==> src/rtl/i2srx_pkg.sv <==
package i2srx_pkg;
  localparam int unsigned DEF_SAMPLE_W = 24;
  localparam int unsigned DEF_CNT_W    = 7;
  localparam int unsigned DEF_NARROW   = 16;
  localparam int unsigned DEF_WIDE     = 32;

  typedef enum logic {
    FRAME_STD  = 1'b0,
    FRAME_LEFT = 1'b1
  } frame_e;
endpackage

==> src/rtl/i2srx_align.sv <==
module i2srx_align
  import i2srx_pkg::*;
(
  input  logic clk,
  input  logic rst,
  input  logic fmt_lj,
  input  logic ws_i,
  input  logic sd_i,
  output logic ws_o,
  output logic sd_o,
  output logic start_o
);
  localparam logic [1:0] HIST_FULL = 2'd3;

  logic       ws_q, ws_qq, wse_q, sd_q;
  logic [1:0] hist_q;
  logic       ws_eff;
  logic       hist_ok;

  // Standard framing uses word-select one bit later so its MSB lines up with the level change
  assign ws_eff  = (frame_e'(fmt_lj) == FRAME_LEFT) ? ws_q : ws_qq;
  assign hist_ok = (hist_q == HIST_FULL);

  always_ff @(posedge clk) begin
    if (rst) begin
      ws_q   <= 1'b0;
      ws_qq  <= 1'b0;
      wse_q  <= 1'b0;
      sd_q   <= 1'b0;
      hist_q <= '0;
    end else begin
      ws_q  <= ws_i;
      ws_qq <= ws_q;
      sd_q  <= sd_i;
      wse_q <= ws_eff;
      if (!hist_ok) hist_q <= hist_q + 2'd1;
    end
  end

  assign start_o = hist_ok && (ws_eff != wse_q);
  assign ws_o    = ws_eff;
  assign sd_o    = sd_q;
endmodule

==> src/rtl/i2srx_deser.sv <==
module i2srx_deser #(
  parameter int unsigned SAMPLE_W = 24,
  parameter int unsigned CNT_W    = 7,
  parameter int unsigned NARROW   = 16
) (
  input  logic                clk,
  input  logic                rst,
  input  logic                start_i,
  input  logic                ws_i,
  input  logic                sd_i,
  output logic [SAMPLE_W-1:0] data_o,
  output logic                valid_o,
  output logic                right_o,
  output logic [CNT_W-1:0]    len_o
);
  localparam logic [SAMPLE_W-1:0] TOP_BIT = {1'b1, {(SAMPLE_W-1){1'b0}}};
  localparam logic [CNT_W-1:0]    CNT_MAX = '1;
  localparam int unsigned         FILL_W  = SAMPLE_W - NARROW;

  logic [SAMPLE_W-1:0] sh_q, place, next_bits;
  logic [CNT_W-1:0]    cnt_q;
  logic                chan_q, armed_q;

  // The mask walks down one position per bit and becomes zero after the last slot, which drops extra bits
  always_comb begin
    place     = TOP_BIT >> cnt_q;
    next_bits = sh_q | (place & {SAMPLE_W{sd_i}});
  end

  always_ff @(posedge clk) begin
    if (rst) begin
      sh_q    <= '0;
      cnt_q   <= '0;
      chan_q  <= 1'b0;
      armed_q <= 1'b0;
      data_o  <= '0;
      valid_o <= 1'b0;
      right_o <= 1'b0;
      len_o   <= '0;
    end else begin
      valid_o <= 1'b0;
      if (start_i) begin
        if (armed_q) begin
          data_o  <= sh_q;
          right_o <= chan_q;
          len_o   <= cnt_q;
          valid_o <= 1'b1;
        end
        armed_q <= 1'b1;
        sh_q    <= sd_i ? TOP_BIT : '0;
        cnt_q   <= CNT_W'(1);
        chan_q  <= ws_i;
      end else begin
        sh_q <= next_bits;
        if (cnt_q != CNT_MAX) cnt_q <= cnt_q + 1'b1;
      end
    end
  end

  p_no_early_out_r9: assert property (@(posedge clk) disable iff (rst)
    !armed_q |-> !valid_o);

  p_zero_fill_r7: assert property (@(posedge clk) disable iff (rst)
    (valid_o && len_o == CNT_W'(NARROW)) |-> (data_o[FILL_W-1:0] == '0));
endmodule

==> src/rtl/i2srx_slot_det.sv <==
module i2srx_slot_det #(
  parameter int unsigned CNT_W  = 7,
  parameter int unsigned NARROW = 16,
  parameter int unsigned WIDE   = 32
) (
  input  logic             clk,
  input  logic             rst,
  input  logic             len_vld_i,
  input  logic [CNT_W-1:0] len_i,
  output logic             wide_o
);
  localparam logic [CNT_W-1:0] LEN_NARROW = CNT_W'(NARROW);
  localparam logic [CNT_W-1:0] LEN_WIDE   = CNT_W'(WIDE);

  always_ff @(posedge clk) begin
    if (rst) begin
      wide_o <= 1'b0;
    end else if (len_vld_i) begin
      if (len_i >= LEN_WIDE)        wide_o <= 1'b1;
      else if (len_i == LEN_NARROW) wide_o <= 1'b0;
    end
  end

  p_narrow_slot_r8: assert property (@(posedge clk) disable iff (rst)
    (len_vld_i && len_i == LEN_NARROW) |=> !wide_o);

  p_wide_slot_r8: assert property (@(posedge clk) disable iff (rst)
    (len_vld_i && len_i >= LEN_WIDE) |=> wide_o);
endmodule

==> src/rtl/i2s_audio_rx.sv <==
module i2s_audio_rx
  import i2srx_pkg::*;
#(
  parameter int unsigned SAMPLE_W = DEF_SAMPLE_W,
  parameter int unsigned CNT_W    = DEF_CNT_W,
  parameter int unsigned NARROW   = DEF_NARROW,
  parameter int unsigned WIDE     = DEF_WIDE
) (
  input  logic                bclk,
  input  logic                rst,
  input  logic                fmt_lj,
  input  logic                ws,
  input  logic                sd,
  output logic [SAMPLE_W-1:0] smp_data,
  output logic                smp_valid,
  output logic                smp_right,
  output logic                slot_wide
);
  logic             al_ws, al_sd, al_start;
  logic [CNT_W-1:0] word_len;

  i2srx_align u_align (
    .clk     (bclk),
    .rst     (rst),
    .fmt_lj  (fmt_lj),
    .ws_i    (ws),
    .sd_i    (sd),
    .ws_o    (al_ws),
    .sd_o    (al_sd),
    .start_o (al_start)
  );

  i2srx_deser #(
    .SAMPLE_W (SAMPLE_W),
    .CNT_W    (CNT_W),
    .NARROW   (NARROW)
  ) u_deser (
    .clk     (bclk),
    .rst     (rst),
    .start_i (al_start),
    .ws_i    (al_ws),
    .sd_i    (al_sd),
    .data_o  (smp_data),
    .valid_o (smp_valid),
    .right_o (smp_right),
    .len_o   (word_len)
  );

  i2srx_slot_det #(
    .CNT_W  (CNT_W),
    .NARROW (NARROW),
    .WIDE   (WIDE)
  ) u_slot (
    .clk       (bclk),
    .rst       (rst),
    .len_vld_i (smp_valid),
    .len_i     (word_len),
    .wide_o    (slot_wide)
  );

  p_single_strobe_r10: assert property (@(posedge bclk) disable iff (rst)
    smp_valid |=> !smp_valid);
endmodule

==> config.mk <==
export PLATFORM = sky130hd
export DESIGN_NAME = i2s_audio_rx
export DESIGN_NICKNAME = d
export VERILOG_FILES = /design/src/rtl/i2srx_pkg.sv /design/src/rtl/i2srx_align.sv /design/src/rtl/i2srx_deser.sv /design/src/rtl/i2srx_slot_det.sv /design/src/rtl/i2s_audio_rx.sv
export SDC_FILE = /design/constraint.sdc
export NUM_CORES = 1
export LEC_CHECK = 0
export BUFFER_PORTS_ARGS = -buffer_cell sky130_fd_sc_hd__clkbuf_2
export CORE_ASPECT_RATIO = 0.5
export CORE_UTILIZATION = 58
export CTS_BUF_LIST = sky130_fd_sc_hd__clkbuf_4
export CTS_CLUSTER_DIAMETER = 60
export CTS_CLUSTER_SIZE = 30
export DETAILED_ROUTE_END_ITERATION = 10
export PLACE_DENSITY = 0.81
export SYNTH_ARGS = -nofsm -noshare
export SYNTH_HDL_FRONTEND = slang
export SYNTH_HIERARCHICAL = 1
export SYNTH_SLANG_ARGS = --single-unit
==> constraint.sdc <==
create_clock -name bclk -period 4.3 [get_ports bclk]
set_input_delay 1.29 -clock bclk [delete_from_list [all_inputs] [get_ports bclk]]
set_output_delay 1.29 -clock bclk [all_outputs]
set_load 0.005 [all_outputs]
# After elaboration in Yosys (flattened, before gate mapping)
# Cells that the tools add are included.
totals:
  in_bits: 5
  mem_count: 0
  latch_bits: 0
  romBits: 0
  reg_bits: 73
  mem_bits_rw: 0
  word_cells: 41
  out_inout_bits: 27
op_classes:
  n_mux: 8
  add_sub_neg: 2
  n_mul: 0
  div: 0
  n_lt_le_gt_ge: 1
  n_eq_ne: 4
  shift: 1
  n_bitwise: 3
  reduce_logical: 7
ops:
  columns: ["cell", "n"]
  rows:
  - ["24-bit two-way mux", 2]
  - ["24-bit AND", 1]
  - ["24-bit OR", 1]
  - ["24-bit by 7-bit >> shifter with 24-bit output (first input constant)", 1]
  - ["7-bit by 1-bit adder with 7-bit output (second input constant)", 1]
  - ["7-bit by 5-bit equality test with 1-bit output (second input constant)", 1]
  - ["7-bit by 6-bit >= comparator with 1-bit output (second input constant)", 1]
  - ["7-bit != test (second input constant)", 1]
  - ["1-bit two-way mux", 6]
  - ["2-bit AND reduction", 2]
  - ["2-bit nonzero test", 2]
  - ["2-bit OR reduction", 2]
  - ["2-bit by 1-bit adder with 2-bit output (second input constant)", 1]
  - ["2-bit equality test (second input constant)", 1]
  - ["1-bit logical AND", 1]
  - ["1-bit != test", 1]
  - ["1-bit NOT", 1]

# Depth between registers and ports, before layout
logic_depth:
  depth_word: 5
  mapped_depth: 9

# By module
# Netlist, hierarchy kept.
modules_own_cells:
  columns: ["module", "instances", "cells_per_inst", "area_each_um2"]
  rows:
  - ["i2srx_deser", 1, 284, 2377.3]
  - ["i2srx_align", 1, 20, 219.0]
  - ["i2srx_slot_det", 1, 7, 56.3]

# Worst setup path after synthesis
# OpenSTA, ideal clock, no wires.
synth_path:
  path_kind: "input -> register"
  startpoint: "in fmt_lj"
  endpoint: "reg u_deser.cnt_q[5]"
  arrival_time_ns: 2.680
  t_required_ns: 4.226
  path_buffers: 2
  setup_slack_ns: 1.545
  stages: 7
  setup_time_ns: 0.074
  path_cell_list: "mux2i_2 -> mux2i_1 -> buf_6 -> or2_1 -> buf_6 -> or4_1 -> o21ai_0"
synth_between:
  elab_chain_cells: 4
synth_lines:
  columns: ["element", "line_no", "source"]
  rows:
  - ["from (decl)", "i2s_audio_rx.sv:11", "input logic fmt_lj,"]
  - ["1-bit two-way mux", "i2srx_align.sv:21", "assign ws_eff = (frame_e'(fmt_lj) == FRAME_LEFT) ? ws_q : ws_qq;"]
  - ["1-bit != test", "i2srx_align.sv:40", "assign start_o = hist_ok && (ws_eff != wse_q);"]
  - ["1-bit logical AND", "i2srx_align.sv:40", null]
  - ["net al_start", "i2s_audio_rx.sv:19", "logic al_ws, al_sd, al_start;"]
  - ["2-bit OR reduction (no source line)", null, null]
  - ["to (signal assigned)", "i2srx_deser.sv:55", "if (cnt_q != CNT_MAX) cnt_q <= cnt_q + 1'b1;"]
  - ["to (decl)", "i2srx_deser.sv:21", "logic [CNT_W-1:0] cnt_q;"]
# The timed path passes the listed nets, and every way through them passes these cells.
# A chain may end at the register's enable or synchronous reset.

# Final worst setup path
layout_path:
  startpoint: "in fmt_lj"
  endpoint: "reg u_deser.sh_q[16]"
layout_between:
  elab_chain_cells: 4
layout_lines:
  columns: ["element", "line_no", "source"]
  rows:
  - ["1-bit two-way mux", "i2srx_align.sv:21", null]
  - ["1-bit != test", "i2srx_align.sv:40", null]
  - ["1-bit logical AND", "i2srx_align.sv:40", null]
  - ["net al_start", "i2s_audio_rx.sv:19", null]
  - ["24-bit two-way mux", "i2srx_deser.sv:42", "if (start_i) begin"]
  - ["to (signal assigned)", "i2srx_deser.sv:50", "sh_q <= sd_i ? TOP_BIT : '0;"]
  - ["to (signal assigned)", "i2srx_deser.sv:54", "sh_q <= next_bits;"]
  - ["to (decl)", "i2srx_deser.sv:20", "logic [SAMPLE_W-1:0] sh_q, place, next_bits;"]
# The timed path passes the listed nets, and every way through them passes these cells.

==> flow_summary.toml <==
[synthesis]
syn_nets = 318
syn_avg_cell_area_sq_um = 8.53
synth-seq-cells = 73
yosys.area.top_type_share_pct = 55.1
synth_cells = 311
synth_cell_type_count = 32
yosysTopAreaCell = "dfxtp_1"
synth_area_sq_um = 2650
ys_warn_count = 6
yosysSeqAreaShare_pct = 55.1
synth_area_leaders = "dfxtp_1 55%, nand2_1 9.9%, a21oi_1 7.0%"

[clocking]
cts_tree = "built"
clk_pin_slew_ns = 0.11
cts_buffers = 9
clockBufferDepth = 2
clk_latency_ns = 0.40
cts_hold_buf = 0
cts_setup_buffers = 0
clock_sinks = 73
htreeDepth = 3
root_buffer = "clkbuf_4"
cts_resized = 0

[final_layout]
final_common_cell = "dfxtp_1"
num_antenna_cells = 0
drive_gt1_share_pct = 15.6
final_cell_area_sq_um = 2990
nets = 341
area.growth.synth_to_final_pct = 12.7
fillCellCount = 324
layout_common_cells = "73 x dfxtp_1, 70 x nand2_1, 37 x a21oi_1"
fin_cells = 393

[timing]
rsz0062_at_grt = "false"
fmax_mhz = 341
final.setup_skew_ns = 0.00756
setup_viol = 0
tightestPinTransition_ns = 1.24
hold_viol = 0
post-route-min-period_ns = 2.93
tns_ns = 0
finalCritPeriodShare_pct = 68.2
drv_slew = 0
slew_headroom_pct = 16.3

[global_route]
grt-ovfl-total = 0
antenna_found_initial = 0
grt_pass1_vias = 1931
track_usage_pct = 23.3
grt_pass1_wl_um = 8670
grt_max_degree = 46

[floorplanning]
die_w_um = 97.6
initial_core_util_pct = 64.0
rows = 16
coreArea_sq_um = 4140
die_h_um = 49.8
ios = 32
dieArea_sq_um = 4860

[route]
drtIter0Drc = 144
routed-via-count = 2175
routedWlPerCell_um = 13.5
routed_via_density = 5.53
drc_errors = 4
wl_um = 5300
firstDrtPassIters = 7
drtAntennaViolNets = 0

[worst_hold_path]
hold_class = "register to register"
hp-start = "u_deser/sh_q[16]"
hold_path_end = "u_deser/data_o[16]"
min_path_cells = 2

[setup_path]
ff2ff_setup_slack_ns = 2.00
worst-r2r-cell-count = 6
r2r-end = "u_deser/sh_q[16]"
critPathRequiredTime_ns = 4.60
cp_max_fo = 15
setup.worst_path.end_class = "register"
arrival_ns = 3.24
crit_type = "input pin to register"
worstReg2RegStart = "u_align/hist_q[0]"
start_kind = "input pin"

[power]
leakagePower_nw = 1.15
p_per_area_nw_per_um2 = 428
peakVddDrop_uv = 287

[place]
gp_congestion = 0.847
place_inst = 377
dp_hpwl_um = 3590
place_area_sq_um = 2810
io_buffers = 31

[run]
drv_cap = 0

[run_status]
violations = "design-rule violations"
status = "complete, but fails checks"
## flip-flops by register name, summed over array words and instances, names as in the netlist
name and count:
u_deser/data_o 24, u_deser/sh_q 24, u_deser/cnt_q 7, u_deser/len_o 7, u_align/hist_q 2, u_align/sd_o 1
u_align/ws_q 1, u_align/ws_qq 1, u_align/wse_q 1, u_deser/armed_q 1, u_deser/chan_q 1, u_deser/right_o 1
u_deser/valid_o 1, u_slot/wide_o 1
## power breakdown
group / internal [mW] / total [mW] / switching, mW
Combinational: 0.0205 / 0.0568 / 0.0363
Clock: 0.298 / 0.521 / 0.223
Sequential: 0.687 / 0.701 / 0.0140
## logic make-up (layout without fill, tap and decap cells)
group           Yosys count  count (layout)  share of synthesized area, %
mux                       5               5                          2.03
simple gates            134             134                          22.2
buf+inv                  26              54                          4.25
fa+ha+maj                 2               2                         0.943
flops                    73              73                          55.1
xor+xnor                  1               1                         0.330
compound gates           70              70                          15.1
## metal layers
| metal | wire length [um] | vias up | global-route usage, % |
|---|---|---|---|
| li1 | - | 1104 | - |
| met1 | 2590 | 1006 | 28.2 |
| met2 | 2410 | 61 | 39.7 |
| met3 | 276 | 4 | 8.09 |
| met4 | 29 | 0 | 6.82 |
| met5 | 0 | - | 0 |
## cells in the mapped netlist
library cell,instances
a21oi_1,37
nand3_1,3
o21ai_0,4
a41oi_1,2
dfxtp_1,73
a211oi_1,3
o211a_1,1
mux2i_1,4
nor4bb_1,1
nor4_1,1
or2_1,1
inv_1,2
mux2i_2,1
clkbuf_1,22
nor2b_1,7
nor3b_2,1
nor3_1,1
buf_6,2
nor3b_1,2
xor2_1,1
a31o_1,1
nor2_1,36
and3b_1,2
nand2_1,70
and3_1,1
ha_1,2
nand4_1,2
and2_1,3
or4_1,1
and4_1,1
nand2b_1,1
a31oi_1,22
## area by class of cell
class / count / area [sq um] / area share, %
multi-input cells: 212 / 1080 / 36.1
flip-flops and latches: 73 / 1460 / 48.9
well taps: 54 / 67.6 / 2.26
repair buffers: 36 / 193 / 6.45
clock inverters: 6 / 106 / 3.56
inverters: 2 / 7.51 / 0.251
clock buffers: 10 / 75.1 / 2.51
## critical path, cell delays in order
cell	delay (ns)
clkbuf_2	0.09
mux2i_2	0.27
mux2i_1	0.68
or2_1	0.54
buf_4	0.28
nor2_1	0.06
## per-stage QoR
| step | util [%] | total power [mW] | hold WS [ns] | worst slack (ns) |
|---|---|---|---|---|
| 6_report | 72.1 | 1.28 | 0.459 | 1.37 |
| 4_1_cts | 72.1 | 1.29 | 0.458 | 1.40 |
| 3_5_place_dp | 67.8 | 0.773 | 0.446 | 0.960 |
| 2_1_floorplan | - | 0.758 | 0.431 | 1.55 |
| 3_3_place_gp | 67.8 | 0.769 | 0.442 | 1.05 |
| 5_1_grt | 72.1 | 1.33 | 0.475 | 1.18 |
## how the worst max path moves through the flow
stage | from | to | slack (ns) | cells past startpoint
after floorplan | fmt_lj | u_deser/cnt_q[5] | 1.55 | 7
after global placement | fmt_lj | u_deser/sh_q[6] | 1.05 | 6
after global routing | fmt_lj | u_deser/len_o[1] | 1.18 | 7
after detailed placement | fmt_lj | u_deser/sh_q[3] | 0.96 | 6
after CTS | fmt_lj | u_deser/sh_q[3] | 1.40 | 6
final | fmt_lj | u_deser/sh_q[16] | 1.37 | 6
Power figures use the tool's default switching activity.
